==> src/rtl/ptdma_pkg.sv <==
package ptdma_pkg;

    localparam int unsigned ADDR_W      = 32;
    localparam int unsigned PAGE_BITS   = 12;
    localparam int unsigned STRIDE_LOG2 = 3;

    // register slots, selected by reg_addr[5:3]
    localparam int unsigned REG_MODE   = 0;
    localparam int unsigned REG_ENABLE = 1;
    localparam int unsigned REG_COUNT  = 2;
    localparam int unsigned REG_LADDR  = 3;
    localparam int unsigned REG_TBASE  = 4;
    localparam int unsigned NUM_REGS   = 5;

    localparam int unsigned EN_RUN_BIT = 0;
    localparam int unsigned EN_DIR_BIT = 1;

    typedef enum logic [2:0] {
        ST_IDLE,
        ST_NEXT,
        ST_TBL_REQ,
        ST_TBL_RSP,
        ST_DEV_IN,
        ST_MEM_REQ,
        ST_MEM_RSP,
        ST_DEV_OUT
    } chan_state_e;

    // the lowest-address byte arrives in bits 7:0
    function automatic logic [31:0] order_entry(input logic [31:0] raw, input logic big);
        return big ? {raw[7:0], raw[15:8], raw[23:16], raw[31:24]} : raw;
    endfunction

endpackage

==> src/rtl/ptdma_regs.sv <==
module ptdma_regs #(
    parameter int unsigned DW   = 32,
    parameter int unsigned NREG = ptdma_pkg::NUM_REGS
) (
    input  logic                     clk,
    input  logic                     rst,
    input  logic                     we,
    input  logic [5:0]               addr,
    input  logic [DW-1:0]            wdata,
    input  logic                     clr_count,
    output logic [NREG-1:0][DW-1:0]  bank_o,
    output logic [DW-1:0]            rdata
);
    localparam int unsigned IDX_W = 3;

    logic [IDX_W-1:0] idx;
    logic             slot_ok;

    assign idx     = addr[5:3];
    assign slot_ok = (addr[2:0] == 3'b000) && (32'(idx) < NREG);

    for (genvar i = 0; i < NREG; i++) begin : g_slot
        always_ff @(posedge clk) begin
            if (rst) begin
                bank_o[i] <= '0;
            end else if (i == ptdma_pkg::REG_COUNT && clr_count) begin
                bank_o[i] <= '0;
            end else if (we && slot_ok && 32'(idx) == i) begin
                bank_o[i] <= wdata;
            end
        end
    end

    always_comb begin
        rdata = '0;
        for (int k = 0; k < NREG; k++) begin
            if (slot_ok && 32'(idx) == k) rdata = bank_o[k];
        end
    end
endmodule

==> src/rtl/ptdma_pager.sv <==
module ptdma_pager #(
    parameter int unsigned AW          = ptdma_pkg::ADDR_W,
    parameter int unsigned PAGE_BITS   = ptdma_pkg::PAGE_BITS,
    parameter int unsigned STRIDE_LOG2 = ptdma_pkg::STRIDE_LOG2
) (
    input  logic          clk,
    input  logic          rst,
    input  logic          flush,
    input  logic          load,
    input  logic          big_endian,
    input  logic [31:0]   rsp_data,
    input  logic [AW-1:0] cur_addr,
    input  logic [AW-1:0] tbase,
    output logic          hit,
    output logic [AW-1:0] entry_addr,
    output logic [AW-1:0] phys_addr
);
    localparam int unsigned PN_W = AW - PAGE_BITS;

    logic [PN_W-1:0] frame_q;
    logic [PN_W-1:0] tag_q;
    logic            valid_q;
    logic [31:0]     entry;
    logic [PN_W-1:0] page_no;

    assign page_no = cur_addr[AW-1:PAGE_BITS];
    assign entry   = ptdma_pkg::order_entry(rsp_data, big_endian);

    always_ff @(posedge clk) begin
        if (rst || flush) begin
            valid_q <= 1'b0;
            frame_q <= '0;
            tag_q   <= '0;
        end else if (load) begin
            valid_q <= 1'b1;
            frame_q <= entry[AW-1:PAGE_BITS];
            tag_q   <= page_no;
        end
    end

    assign hit        = valid_q && (tag_q == page_no);
    assign entry_addr = tbase + (AW'(page_no) << STRIDE_LOG2);
    assign phys_addr  = {frame_q, cur_addr[PAGE_BITS-1:0]};
endmodule

==> src/rtl/ptdma_channel.sv <==
module ptdma_channel
    import ptdma_pkg::*;
#(
    parameter int unsigned AW = ptdma_pkg::ADDR_W
) (
    input  logic          clk,
    input  logic          rst,
    input  logic          big_endian_i,
    input  logic          reg_we_i,
    input  logic [5:0]    reg_addr_i,
    input  logic [31:0]   reg_wdata_i,
    output logic [31:0]   reg_rdata_o,
    input  logic          start_i,
    input  logic          start_to_mem_i,
    output logic          busy_o,
    output logic          done_o,
    output logic          reject_o,
    output logic          mem_req_valid_o,
    input  logic          mem_req_ready_i,
    output logic          mem_req_write_o,
    output logic          mem_req_word_o,
    output logic [AW-1:0] mem_req_addr_o,
    output logic [7:0]    mem_req_wdata_o,
    input  logic          mem_rsp_valid_i,
    input  logic [31:0]   mem_rsp_data_i,
    output logic          dev_out_valid_o,
    input  logic          dev_out_ready_i,
    output logic [7:0]    dev_out_data_o,
    input  logic          dev_in_valid_i,
    output logic          dev_in_ready_o,
    input  logic [7:0]    dev_in_data_i
);
    logic [NUM_REGS-1:0][31:0] bank;
    chan_state_e state_q;
    logic [AW-1:0] cur_q, end_q;
    logic          to_mem_q;
    logic [7:0]    byte_q;
    logic          done_q, reject_q;
    logic          clr_count, flush, load, hit;
    logic [AW-1:0] entry_addr, phys_addr;
    logic          run, dir_m2d;

    assign run     = bank[REG_ENABLE][EN_RUN_BIT];
    assign dir_m2d = bank[REG_ENABLE][EN_DIR_BIT];

    ptdma_regs #(.DW(32), .NREG(NUM_REGS)) u_regs (
        .clk(clk), .rst(rst), .we(reg_we_i), .addr(reg_addr_i),
        .wdata(reg_wdata_i), .clr_count(clr_count),
        .bank_o(bank), .rdata(reg_rdata_o)
    );

    ptdma_pager #(.AW(AW)) u_pager (
        .clk(clk), .rst(rst), .flush(flush), .load(load),
        .big_endian(big_endian_i), .rsp_data(mem_rsp_data_i),
        .cur_addr(cur_q), .tbase(bank[REG_TBASE][AW-1:0]),
        .hit(hit), .entry_addr(entry_addr), .phys_addr(phys_addr)
    );

    logic accept_start;
    logic finish_now;

    assign accept_start = (state_q == ST_IDLE) && start_i && run && (dir_m2d != start_to_mem_i);
    assign flush        = accept_start;
    assign load         = (state_q == ST_TBL_RSP) && mem_rsp_valid_i;
    assign finish_now   = (state_q == ST_NEXT) && ((cur_q >= end_q) || !run);
    assign clr_count    = (state_q == ST_NEXT) && (cur_q >= end_q);

    always_ff @(posedge clk) begin
        if (rst) begin
            state_q  <= ST_IDLE;
            cur_q    <= '0;
            end_q    <= '0;
            to_mem_q <= 1'b0;
            byte_q   <= '0;
            done_q   <= 1'b0;
            reject_q <= 1'b0;
        end else begin
            done_q   <= finish_now;
            reject_q <= (state_q == ST_IDLE) && start_i && !accept_start;
            unique case (state_q)
                ST_IDLE: if (accept_start) begin
                    cur_q    <= bank[REG_LADDR][AW-1:0];
                    end_q    <= bank[REG_LADDR][AW-1:0] + bank[REG_COUNT][AW-1:0];
                    to_mem_q <= start_to_mem_i;
                    state_q  <= ST_NEXT;
                end
                ST_NEXT: begin
                    if (finish_now)   state_q <= ST_IDLE;
                    else if (!hit)    state_q <= ST_TBL_REQ;
                    else if (to_mem_q) state_q <= ST_DEV_IN;
                    else              state_q <= ST_MEM_REQ;
                end
                ST_TBL_REQ: if (mem_req_ready_i) state_q <= ST_TBL_RSP;
                ST_TBL_RSP: if (mem_rsp_valid_i) state_q <= ST_NEXT;
                ST_DEV_IN: if (dev_in_valid_i) begin
                    byte_q  <= dev_in_data_i;
                    state_q <= ST_MEM_REQ;
                end
                ST_MEM_REQ: if (mem_req_ready_i) begin
                    if (to_mem_q) begin
                        cur_q   <= cur_q + 1'b1;
                        state_q <= ST_NEXT;
                    end else begin
                        state_q <= ST_MEM_RSP;
                    end
                end
                ST_MEM_RSP: if (mem_rsp_valid_i) begin
                    byte_q  <= mem_rsp_data_i[7:0];
                    state_q <= ST_DEV_OUT;
                end
                ST_DEV_OUT: if (dev_out_ready_i) begin
                    cur_q   <= cur_q + 1'b1;
                    state_q <= ST_NEXT;
                end
                default: state_q <= ST_IDLE;
            endcase
        end
    end

    always_comb begin
        mem_req_valid_o = 1'b0;
        mem_req_write_o = 1'b0;
        mem_req_word_o  = 1'b0;
        mem_req_addr_o  = phys_addr;
        if (state_q == ST_TBL_REQ) begin
            mem_req_valid_o = 1'b1;
            mem_req_word_o  = 1'b1;
            mem_req_addr_o  = entry_addr;
        end else if (state_q == ST_MEM_REQ) begin
            mem_req_valid_o = 1'b1;
            mem_req_write_o = to_mem_q;
        end
    end

    assign mem_req_wdata_o = byte_q;
    assign dev_out_valid_o = (state_q == ST_DEV_OUT);
    assign dev_out_data_o  = byte_q;
    assign dev_in_ready_o  = (state_q == ST_DEV_IN);
    assign busy_o          = (state_q != ST_IDLE);
    assign done_o          = done_q;
    assign reject_o        = reject_q;
endmodule

==> config.mk <==
export PLATFORM = sky130hd
export DESIGN_NAME = ptdma_channel
export DESIGN_NICKNAME = d
export VERILOG_FILES = /design/src/rtl/ptdma_pkg.sv /design/src/rtl/ptdma_regs.sv /design/src/rtl/ptdma_pager.sv /design/src/rtl/ptdma_channel.sv
export SDC_FILE = /design/constraint.sdc
export NUM_CORES = 1
export LEC_CHECK = 0
export BUFFER_PORTS_ARGS = -buffer_cell sky130_fd_sc_hd__buf_2
export CAP_MARGIN = 10
export CORE_MARGIN = 10
export CORE_UTILIZATION = 50
export DETAILED_ROUTE_END_ITERATION = 6
export PLACE_DENSITY = 0.7
export SLEW_MARGIN = 30
export SYNTH_ARGS = -nofsm -noshare
export SYNTH_HDL_FRONTEND = slang
export SYNTH_SLANG_ARGS = --single-unit
==> constraint.sdc <==
create_clock -name clk -period 3.43 [get_ports clk]
set_input_delay 0.343 -clock clk [delete_from_list [all_inputs] [get_ports clk]]
set_output_delay 0.343 -clock clk [all_outputs]
set_load 0.01 [all_outputs]
### Word-level counts from Yosys, hierarchy flattened

Index checks and enable logic that the tools add are counted.

* add/sub/neg operators: 3
* multiply operators: 0
* div/mod/pow operators: 0
* $lt $le $gt $ge: 2
* eq/ne operators: 21
* shifts and indexed selects: 0
* multiplexer cells: 32
* bitwise logic cells: 0
* reductions and logical operators: 35

Operators by type and width (number)
* two-way mux 32 bit: 11
* one-hot mux 32 bit (3 select lines): 1
* adder 32 x 1 -> 32 bit, second input constant: 1
* adder 32 x 23 -> 32 bit: 1
* adder 32 bit: 1
* greater-or-equal comparator 32 bit: 1
* two-way mux 3 bit: 10
* one-hot mux 3 bit (8 select lines): 1
* equality test 20 bit: 1
* logical AND 1 bit: 20
* two-way mux 8 bit: 2
* one-hot mux 8 bit (2 select lines): 1
* equality test 3 bit, second input constant: 5
* inequality test 2 bit, second input constant: 7
* equality test 3 x 2 -> 1 bit, second input constant: 4
* logical NOT 3 bit: 3
* AND reduction 7 bit: 1
* equality test 3 x 1 -> 1 bit, second input constant: 2
* two-way mux 1 bit: 6
* nonzero test 3 bit: 2
* AND reduction 5 bit: 1
* < comparator 3 bit, second input constant: 1
* AND reduction 3 bit: 1
* logical NOT 1 bit: 2
* 6 further kinds: 7

* register bits: 279
* latch bits: 0
* bits in writable memories: 0
* memory bits (read-only): 0
* input port bits: 88
* word-level logic and storage cells: 108
* memories: 0

### Logic depth before layout (Yosys ltp)

Gate-level depths: netlist of the first run.

* depth in word-level cells: 8
* depth in mapped cells: 11
* gate-level depth less buffers: 11

### By module

A second synthesis of the first run with hierarchy kept.

* cell total of the unflattened synthesis: 1956
* area total of the unflattened synthesis: 17176.5 um2

By module, submodules not included
* ptdma_regs: times used 1, cells an instance 684, area each 7367.1 um2
* ptdma_channel: times used 1, cells an instance 894, area each 6631.4 um2
* ptdma_pager: times used 1, cells an instance 378, area each 3178.0 um2

### Worst setup path after synthesis of the first run

OpenSTA, ideal clock, no wires.

* kind: flip-flop to output port
* start: register cur_q[12]
* end: output mem_req_addr_o[25]
* arrival: 2.663 ns
* path slack: 0.424 ns
* cell stages (with the launch flop): 12
* buffers on the path: 0
* cell sequence: dfxtp_1 > ha_1 > inv_1 > fa_1 > nor2b_1 > o31a_1 > o31a_1 > a31oi_1 > nor3b_1 > o2111ai_1 > xor2_1 > o21ai_0

* longest elaborated chain between the ends: 2

Ends and longest elaborated chain
* start: declaration: line ptdma_channel.sv:35 `logic [AW-1:0] cur_q, end_q;`
* start signal: assignment: line ptdma_channel.sv:82 `cur_q <= bank[REG_LADDR][AW-1:0];`
* start signal: assignment: line ptdma_channel.sv:101 `cur_q <= cur_q + 1'b1;`
* start signal: assignment: line ptdma_channel.sv:112 `cur_q <= cur_q + 1'b1;`
* adder 32 x 23 -> 32 bit: line ptdma_pager.sv:42 `assign entry_addr = tbase + (AW'(page_no) << STRIDE_LOG2);`
* two-way mux 32 bit: line ptdma_channel.sv:125 `if (state_q == ST_TBL_REQ) begin`
* end: declaration: line ptdma_channel.sv:22 `output logic [AW-1:0] mem_req_addr_o,`

Every way passes these cells.

### Final worst setup path of the first run

* start: register u_regs.bank_o[131] (netlist bit)
* end: output mem_req_addr_o[29]

* longest elaborated chain between the ends: 2

Ends and longest elaborated chain
* start: declaration: line ptdma_regs.sv:11 `output logic [NREG-1:0][DW-1:0] bank_o,`
* start signal: indexed assignment: line ptdma_regs.sv:29 `bank_o[i] <= wdata;`
* adder 32 x 23 -> 32 bit: line ptdma_pager.sv:42
* two-way mux 32 bit: line ptdma_channel.sv:125

Every way passes these cells.

==> results.md, run 1 <==
- Final hold violations: 0
- Minimum clock period: 3.50 ns
- PD cells: 434 nW/um2
- Clk slew on worst S/H paths: 0.06 ns
- VDD IR-drop max: 356 uV
- Pin count of the biggest net entering global routing: 111
- Critical path capture point type: output port
- CTS sink cnt: 279
- Hold path depth: 3
- Crit path launch: u_regs.bank_o[131]$_SDFFE_PP0P_
- DP HPWL: 39.8 mm
- Later-pin clock latency in the skew report: 0.57 ns
- Skew final: 0.0114 ns
- Vias in the first global route: 15400
- First-pass GRT wire length: 84.2 mm
- Setup Viol. Count Final: 6
- Num ports: 176
- Routability cong.: 0.994
- CTS tree: done
- Status: complete, but fails checks
- Layout cells sized above 1: 16.3%
- WHS Endpoint: u_regs.bank_o[52]$_SDFFE_PP0P_
- Root buf cell: clkbuf_16
- Worst Tran Pin Value: 0.888 ns
- Final net count: 2450
- Post-DRT Antenna Nets: 0
- Clock buffer depth: 3
- WL final: 54.2 mm
- Drt first pass iters: 5
- Setup WS post-layout: -0.0685 ns
- Reg-to-reg endpoint: state_q[0]$_SDFFE_PP0P_
- R2R Path Start: cur_q[25]$_SDFFE_PP0P_
- Rows: 65
- Iteration-0 DRC Markers: 1527
- WL/cell: 20.0 um
- All-Layer GR Usage: 26.1%
- DR vias/cell: 5.99
- CP arrival: 3.16 ns
- Die span in x: 200 um
- Via Count: 16200
- Worst slew margin: 40.6%
- Height of the chip: 200 um
- IO buf count: 175
- HP Class: in -> reg
- Crit Path Max Fanout: 6
- Async S/R FF share, synth: 0%
- Synth Flop Type: dfxtp_1
- Grt total ovfl: 0
- CTS Buf Count: 31
- Yosys reg bits: 279
- Mean instance size in the synthesized netlist: 7.57 um2
- Reg2reg path depth: 9
- Violated checks: negative setup slack
- Cell taking the most area after synthesis: dfxtp_1
- Cell with the most instances after synthesis: nand2_1
- Final slew viol count: 0
- Required time of the worst setup path: 3.09 ns
- TNS Setup: -0.268 ns
- Source of the worst hold timing path: reg_wdata_i[20]
- Mapped cell area: 16200 um2
- Crit path kind: reg -> out
- Share of the synthesized area in the top cell type: 34.5%
- Setup slack, reg-to-reg: 0.36 ns
- Leakage: 7.52 nW
- Area grow syn2layout: 16.9%
- Main area contributors after synthesis: dfxtp_1 (35%), nand2_1 (11%), a21oi_1 (8.3%)
- Hold Slack: 0.0618 ns
- Post-synthesis cell type count: 79
- RSZ-0062 raised after global routing: yes
- Sequential area share after synthesis: 34.5%
- Max Clock Freq: 286 MHz
- Mapped Cells: 2137
- Worst setup SP type: flip-flop
- Core Region: 31700 um2
- Synth warn: 0
- Commonest cells post-synth: nand2_1 (475), dfxtp_1 (279), a21oi_1 (268)
- H-tree depth: 1
- Max_cap viols: 0
- Residual DRC: 0
- Fin crit share: 102%
- Starting Density: 51.0%
- Initial antenna violation count: 1
- EDFF count, synth: 0
- Synthesized Nets: 2311
- Die area: 40000 um2
critical path: stages (launching register included):
cell,delay [ns]
dfxtp_2,0.34
ha_4,0.16
inv_2,0.05
fa_2,0.20
nor2b_2,0.05
o31a_1,0.32
o31a_1,0.27
buf_4,0.16
a31oi_4,0.21
nor3b_2,0.07
buf_4,0.17
o2111ai_2,0.18
xor2_1,0.18
o21ai_1,0.09
buf_2,0.16
how the worst max path moves through the flow:
stage	endpoint
floorplan	mem_req_addr_o[25]
global placement	mem_req_addr_o[31]
detailed placement	mem_req_addr_o[29]
CTS	mem_req_addr_o[29]
global route	mem_req_addr_o[31]
finish	mem_req_addr_o[29]
area by class of cell:
| cell class | count | area [um2] |
|---|---|---|
| Inverter | 51 | 191 |
| Fill cell | 2922 | 12800 |
| Timing Repair Buffer | 243 | 1420 |
| Clock inverter | 14 | 255 |
| Clock buffer | 44 | 905 |
| Sequential cell | 279 | 5600 |
| Tap cell | 402 | 503 |
| Antenna cell | 1 | 2.50 |
| Multi-Input combinational cell | 1670 | 10000 |
registers in the layout, indices dropped and copies added (netlist names), 3 cells and up:
| register | count |
|---|---|
| end_q | 32 |
| dev_out_data_o | 8 |
| u_pager.frame_q | 20 |
| state_q | 3 |
| u_regs.bank_o | 160 |
| u_pager.tag_q | 20 |
| cur_q | 32 |
power by group:
part           switching, mW  total, mW  leakage, nW  internal [mW]
clock                   1.41       3.76        0.569           2.35
combinational          0.668       1.05         4.70          0.386
sequential            0.0919       3.39         2.25           3.30
through the flow:
| stage | cell area, um2 | total power, mW | setup WS, ns | instances | util (%) |
|---|---|---|---|---|---|
| 6_report | 18900 | 8.20 | -0.0685 | 2704 | 59.6 |
| 5_1_grt | 18900 | 8.47 | -0.126 | 2703 | 59.6 |
| 4_1_cts | 18700 | 8.20 | -0.0841 | 2699 | 59.1 |
| 3_5_place_dp | 17400 | 4.48 | 0.147 | 2634 | 54.9 |
| 3_3_place_gp | 17400 | 4.46 | 0.270 | 2634 | 54.9 |
| 2_1_floorplan | 16200 | 4.10 | 0.424 | 2137 | - |
per-layer routing:
layer	track usage (%)	vias to the layer above	wire [um]
met4	7.26	0	1240
met2	39.7	683	23600
li1	-	7780	-
met1	36.7	7640	23900
met5	0	-	0
met3	4.99	105	5400
cell usage in the layout (no fill, tap or decap), types with 31 or more instances in the layout:
cell | synthesis | routed
a22oi_1 | 41 | 41
clkbuf_16 | 0 | 31
nand2_1 | 475 | 472
xnor2_1 | 38 | 38
mux2i_1 | 76 | 76
buf_2 | 1 | 174
nor2_1 | 181 | 180
ha_1 | 84 | 74
a21oi_1 | 268 | 264
a211oi_1 | 42 | 42
buf_4 | 8 | 66
inv_1 | 50 | 49
dfxtp_1 | 279 | 269
xor2_1 | 32 | 32
o21ai_0 | 121 | 113
what timing repair did:
action / in CTS / in global routing
buffers inserted: 7 / 5
hold buffers: 0 / 0
gates resized for setup: 27 / 29
endpoints found under the setup margin: 13 / 21
pin swaps: 15 / 17
cell families (layout without fill, tap and decap cells):
group / Yosys count / in the layout / share of synthesized area (%)
muxes: 86 / 86 / 5.40
buffers and inverters: 188 / 352 / 5.15
and+or+nand+nor: 815 / 815 / 21.5
adders and majority gates: 86 / 86 / 6.74
other: 0 / 1 / 0
DFF: 279 / 279 / 34.5
AOI/OAI and AO/OA: 613 / 613 / 22.9
xor gates and xnor gates: 70 / 70 / 3.79
(Power assumes the default switching activity.)
==> inputs of run 2 (changes only) <==
Settings changed: CTS_BUF_LIST set to sky130_fd_sc_hd__clkbuf_8.
Clock period 3.43 ns to 4.4 ns, I/O delays scaled along.
==> run 2 against run 1 <==
  * The run now ends clean
  * Critical path depth fell by 2
  * Cell count fell by 0.44%
  * Non-clock buffer count fell by 41
  * Critical path type unchanged
  * Critical endpoint unchanged
  * Highest routed layer unchanged
==> results.md, run 2 (same netlist as run 1, synthesis figures left out) <==
- Status: complete, no violations (was complete, but fails checks)
- DR vias/cell: 5.87 (was 5.99)
- Setup WS post-layout: 0.295 ns (was -0.0685 ns)
- Height of the chip: 200 um (unchanged)
- Later-pin clock latency in the skew report: 0.59 ns (was 0.57 ns)
- Max Clock Freq: 244 MHz
- Grt total ovfl: 0 (unchanged)
- Routability cong.: 0.936 (was 0.994)
- Leakage: 7.36 nW (was 7.52 nW)
- VDD IR-drop max: 274 uV (was 356 uV)
- Crit path kind: reg -> out (unchanged)
- PD cells: 320 nW/um2 (was 434 nW/um2)
- Max reg flops: 160 (unchanged)
- Layout cells sized above 1: 13.4% (was 16.3%)
- CTS Hold Buffers Added: 0 (unchanged)
- Top flop regs: u_regs.bank_o: 160 flops, cur_q: 32 flops, end_q: 32 flops (unchanged)
- Num ports: 176 (unchanged)
- Slowest-stage cell, CP: dfxtp_1 (was dfxtp_2)
- Worst Tran Pin Value: 0.923 ns (was 0.888 ns)
- Pin count of the biggest net entering global routing: 88 (was 111)
- Die span in x: 200 um (unchanged)
- All-Layer GR Usage: 25.6% (was 26.1%)
- H-tree depth: 2 (was 1)
- Critical path capture point type: output port (unchanged)
- Worst slew margin: 38.3% (was 40.6%)
- Hold Slack: 0.132 ns (was 0.0618 ns)
- Post-Layout Inst Area: 18200 um2 (was 18900 um2)
- CP arrival: 3.67 ns (was 3.16 ns)
- Worst setup SP type: flip-flop (unchanged)
- Die area: 40000 um2 (unchanged)
- Crit path cell chain: ha_1 > inv_1 > fa_1 > nor2b_1 > o31a_1 > o31a_1 > a31oi_1 > nor3b_2 > o2111ai_1 > xor2_1 > o21ai_0 > buf_2 (was ha_4 > inv_2 > fa_2 > nor2b_2 > o31a_1 > o31a_1 > buf_4 > a31oi_4 > nor3b_2 > buf_4 > o2111ai_2 > xor2_1 > o21ai_1 > buf_2)
- WL final: 52.7 mm (was 54.2 mm)
- IO buf count: 175 (unchanged)
- N_diodes: 0 (was 1)
- TNS Setup: 0 ns (was -0.268 ns)
- CTS Buf Count: 49 (was 31)
- Final slew viol count: 0 (unchanged)
- Final hold violations: 0 (unchanged)
- WL/cell: 19.6 um (was 20.0 um)
- Final core occ: 57.3% (was 59.6%)
- Drt first pass iters: 5 (unchanged)
- Root buf cell: clkbuf_8 (was clkbuf_16)
- Setup WS pre-CTS: 0.679 ns (was 0.147 ns)
- Fin crit share: 93.3%
- Core Region: 31700 um2 (unchanged)
- Placed instance area: 17200 um2 (was 17400 um2)
- Crit Path Max Fanout: 7 (was 6)
- Clk slew on worst S/H paths: 0.06 ns (about the same)
- Required time of the worst setup path: 3.96 ns (was 3.09 ns)
- Residual DRC: 0 (unchanged)
- HP Class: in -> reg (unchanged)
- Initial antenna violation count: 0 (was 1)
- Via Count: 15800 (was 16200)
- First-pass GRT wire length: 81.8 mm (was 84.2 mm)
- Biggest register: u_regs.bank_o (unchanged)
- RSZ-0062 raised after global routing: no (was yes)
- CTS tree: done (unchanged)
- CTS sink cnt: 279 (unchanged)
- Area grow syn2layout: 12.4% (was 16.9%)
- CP peak stage delay: 0.47 ns (was 0.34 ns)
- Minimum clock period: 4.11 ns
- DP HPWL: 38.6 mm (was 39.8 mm)
- Final net count: 2427 (was 2450)
- Commonest non-fill, non-tap cells in the layout: nand2_1 (473), dfxtp_1 (279), a21oi_1 (268) (was nand2_1 (472), dfxtp_1 (269), a21oi_1 (264))
- Post-DRT Antenna Nets: 0 (unchanged)
- Max_cap viols: 0 (unchanged)
- Setup Viol. Count Final: 0 (was 6)
- Skew final: 0.0331 ns (was 0.0114 ns)
- Clock buffer depth: 3 (unchanged)
- Vias in the first global route: 14700 (was 15400)
- Most common cell after layout, fill and taps aside: nand2_1 (unchanged)
- Iteration-0 DRC Markers: 1319 (was 1527)
- Most used cell, CP: o31a_1
- Rows: 65 (unchanged)
- Starting Density: 51.0% (unchanged)
==> run 2: cell count changes in the layout (fill, tap and decap cells not counted), moves of 10 or more <==
cell and delta:
clkbuf_8 +58, buf_4 -41, clkbuf_16 -31, inv_1 +22, dfxtp_1 +10, dfxtp_2 -10, ha_1 +10
==> run 2: per-layer routing <==
metal	GRT usage [%]	share of wire (%)	vias to the layer above	routed length, um
met1	35.8	45	7435	23900
li1	-	-	7726	-
met5	0	0	-	0
met4	6.23	1.7	0	915
met2	39.5	44	573	23400
met3	4.99	8.5	63	4510
==> run 2: final cells by class <==
class	instances	area [um2]
repair buffers	202	1090
well taps	402	503
inverters	51	191
clock buffers	65	895
multi-input cells	1670	9830
flip-flops and latches	279	5590
clock inverters	23	91.3
fillers	2977	13500
==> run 2: worst max-delay path, delay by kind of cell, from the launching register on <==
| kind | cells | cell delay (ns) |
|---|---|---|
| buffers and inverters | 2 | 0.21 |
| DFF | 1 | 0.47 |
| adders and majority gates | 2 | 0.64 |
| and+or+nand+nor | 2 | 0.60 |
| xor gates and xnor gates | 1 | 0.18 |
| AOI/OAI and AO/OA | 5 | 0.98 |
==> run 2: final timing paths <==
| check | startpoint | endpoint | slack, ns | cells after the start |
|---|---|---|---|---|
| max | cur_q[12]$_SDFFE_PP0P_ | mem_req_addr_o[29] | 0.29 | 12 |
| min | reg_wdata_i[20] | u_regs.bank_o[52]$_SDFFE_PP0P_ | 0.13 | 3 |
| max reg2reg | cur_q[25]$_SDFFE_PP0P_ | state_q[2]$_SDFFE_PP0P_ | 1.09 | 9 |
| min reg2reg | u_regs.bank_o[55]$_SDFFE_PP0P_ | u_regs.bank_o[55]$_SDFFE_PP0P_ | 0.45 | 2 |
==> run 2: metrics by stage <==
step | std cells | power [mW]
global route | 2692 | 6.05
floorplan | 2137 | 3.20
detailed placement | 2603 | 3.47
finish | 2692 | 5.82
CTS | 2691 | 5.84
global placement | 2602 | 3.45
==> run 2: repair_timing <==
item | in CTS | in global routing
setup endpoints to repair | 0 | 6
resized for setup | 0 | 1
buffers inserted | 0 | 0
==> run 2: report_power, final <==
group	leakage, nW	internal (mW)	total (mW)	switching (mW)
registers	2.25	2.57	2.66	0.0866
clock network	0.583	1.31	2.39	1.08
logic	4.53	0.283	0.773	0.490
==> inputs of run 3 (changes only) <==
Clock period 4.4 ns to 4.82 ns, I/O delays scaled along.
==> run 3 against run 2 <==
  * Sequential cell count did not move
  * Register-to-register slack improved by 0.45 ns
  * Design area decreased by 0.15%
  * Cell count did not move
  * Via count increased by 0.41%
  * Combinational power down 7.9%
  * Power down 8.4%
  * Sequential share of layout area about the same
  * Hold slack gained 0.054 ns
  * Sequential power down 9.0%
  * Critical path type unchanged
  * First-iteration DRC count is 13% higher
  * Setup slack improved by 0.17 ns
==> results.md, run 3 (same netlist as run 1, synthesis figures left out) <==
- Status: complete, no violations (unchanged)
- Crit path kind: reg -> out (unchanged)
- Critical path capture point type: output port (unchanged)
- TNS Setup: 0 ns (unchanged)
- Initial antenna violation count: 0 (unchanged)
- CTS Hold Buffers Added: 0 (unchanged)
- CP arrival: 3.87 ns (was 3.67 ns)
- Starting Density: 51.0% (unchanged)
- Layout cells sized above 1: 13.5% (was 13.4%)
- Leakage: 7.34 nW (was 7.36 nW)
- DP HPWL: 38.8 mm (was 38.6 mm)
- Rows: 65 (unchanged)
- All-Layer GR Usage: 25.7% (was 25.6%)
- VDD IR-drop max: 212 uV (was 274 uV)
- Worst slew margin: 36.1% (was 38.3%)
- Pin count of the biggest net entering global routing: 88 (unchanged)
- Fillers: 3051 (was 2977)
- Required time of the worst setup path: 4.34 ns (was 3.96 ns)
- Register area: 5590 um2 (unchanged)
- Placed instance area: 17200 um2 (about the same)
- Multi-input gate area: 9820 um2 (was 9830 um2)
- Vias in the first global route: 14700 (about the same)
- Die area: 40000 um2 (unchanged)
- Clock buffer depth: 3 (unchanged)
- Area grow syn2layout: 12.2% (was 12.4%)
- Via Count: 15900 (was 15800)
- Minimum clock period: 4.36 ns
- RSZ-0062 raised after global routing: no (unchanged)
- DR vias/cell: 5.89 (was 5.87)
- Post-cts sizing count: 0 (unchanged)
- Worst setup SP type: flip-flop (unchanged)
- Fin crit share: 90.4%
- WL final: 53.1 mm (was 52.7 mm)
- Skew final: 0.0167 ns (was 0.0331 ns)
- H-tree depth: 2 (unchanged)
- IO buf count: 175 (unchanged)
- N_diodes: 0 (unchanged)
- Routability cong.: 0.952 (was 0.936)
- Residual DRC: 0 (unchanged)
- HP Class: in -> reg (unchanged)
- Grt total ovfl: 0 (unchanged)
- Die span in x: 200 um (unchanged)
- PD cells: 294 nW/um2 (was 320 nW/um2)
- Height of the chip: 200 um (unchanged)
- Most common cell after layout, fill and taps aside: nand2_1 (unchanged)
- Final slew viol count: 0 (unchanged)
- Final hold violations: 0 (unchanged)
- Max Clock Freq: 230 MHz
- Commonest non-fill, non-tap cells in the layout: nand2_1 (472), dfxtp_1 (279), a21oi_1 (268) (was nand2_1 (473), dfxtp_1 (279), a21oi_1 (268))
- WL/cell: 19.7 um (was 19.6 um)
- Post-DRT Antenna Nets: 0 (unchanged)
- Max reg flops: 160 (unchanged)
- Setup Viol. Count Final: 0 (unchanged)
- Top flop regs: u_regs.bank_o: 160 flops, cur_q: 32 flops, end_q: 32 flops (unchanged)
- Max_cap viols: 0 (unchanged)
- Later-pin clock latency in the skew report: 0.58 ns (was 0.59 ns)
- Post-Layout Inst Area: 18200 um2 (about the same)
- Worst Tran Pin Value: 0.956 ns (was 0.923 ns)
- Core Region: 31700 um2 (unchanged)
- Root buf cell: clkbuf_8 (unchanged)
- CTS Buf Count: 48 (was 49)
- Drt first pass iters: 6 (was 5)
- Biggest register: u_regs.bank_o (unchanged)
- First-pass GRT wire length: 82.3 mm (was 81.8 mm)
- Clk slew on worst S/H paths: 0.06 ns (about the same)
- Iteration-0 DRC Markers: 1488 (was 1319)
- Num ports: 176 (unchanged)
- Post-CTS setup buffers: 0 (unchanged)
- CTS tree: done (unchanged)
- Final net count: 2424 (was 2427)
- CTS sink cnt: 279 (unchanged)
- Crit Path Max Fanout: 7 (unchanged)
## run 3: cell types whose count changed in the layout (fill, tap and decap cells not counted)
| cell | previous run | this run |
|---|---|---|
| clkinv_2 | 1 | 11 |
| clkbuf_8 | 66 | 60 |
| inv_1 | 71 | 67 |
| buf_4 | 25 | 23 |
| nand2_2 | 0 | 2 |
| buf_6 | 1 | 2 |
| bufinv_16 | 0 | 1 |
| clkinvlp_4 | 1 | 0 |
| inv_6 | 0 | 1 |
| nand2_1 | 473 | 472 |
| nand2_4 | 2 | 1 |
| nor3b_1 | 4 | 5 |
| nor3b_2 | 2 | 1 |
## run 3: final cells by class
class	count	share of cell area [%]
Sequential cell	279	30.8
Clock inverter	30	0.868
Timing Repair Buffer	200	5.90
Clock buffer	60	4.55
Inverter	51	1.05
Tap cell	402	2.77
Multi-Input combinational cell	1670	54.1
## run 3: through the flow
stage          cells  hold slack [ns]  total power [mW]  setup slack [ns]  utilization [%]
2_1_floorplan   2137            0.432              2.92              1.67                -
4_1_cts         2691            0.164              5.35             0.505             57.2
5_1_grt         2692            0.179              5.55             0.204             57.2
3_3_place_gp    2600            0.438              3.16              1.21             54.1
6_report        2692            0.186              5.33             0.465             57.2
3_5_place_dp    2601            0.443              3.18              1.16             54.1
## run 3: power by group
part           switching [mW]  internal [mW]
Clock                    1.02           1.18
Combinational           0.449          0.262
Sequential             0.0777           2.35
Total                    1.54           3.79
## run 3: worst paths after layout
kind | start | to | slack [ns] | cells after the start
max | cur_q[12]$_SDFFE_PP0P_ | mem_req_addr_o[31] | 0.46 | 12
min | reg_wdata_i[30] | u_regs.bank_o[126]$_SDFFE_PP0P_ | 0.19 | 3
max reg2reg | u_regs.bank_o[97]$_SDFFE_PP0P_ | end_q[29]$_SDFFE_PP0P_ | 1.54 | 9
min reg2reg | u_regs.bank_o[58]$_SDFFE_PP0P_ | u_regs.bank_o[58]$_SDFFE_PP0P_ | 0.45 | 2
## run 3: per-layer routing
| layer | global-route usage (%) | part of all wire, % |
|---|---|---|
| met1 | 36.6 | 45 |
| met2 | 39.4 | 44 |
| met3 | 4.39 | 9.2 |
| met4 | 6.20 | 1.8 |
| met5 | 0 | 0 |
## run 3: critical path, cell delays in order (launching register included)
cell,delay [ns]
dfxtp_1,0.48
ha_1,0.23
inv_1,0.06
fa_1,0.40
nor2b_1,0.16
o31a_1,0.19
o31a_1,0.22
a31oi_1,0.17
nor3b_1,0.64
o2111ai_1,0.24
xor2_1,0.18
o21ai_0,0.17
buf_2,0.17
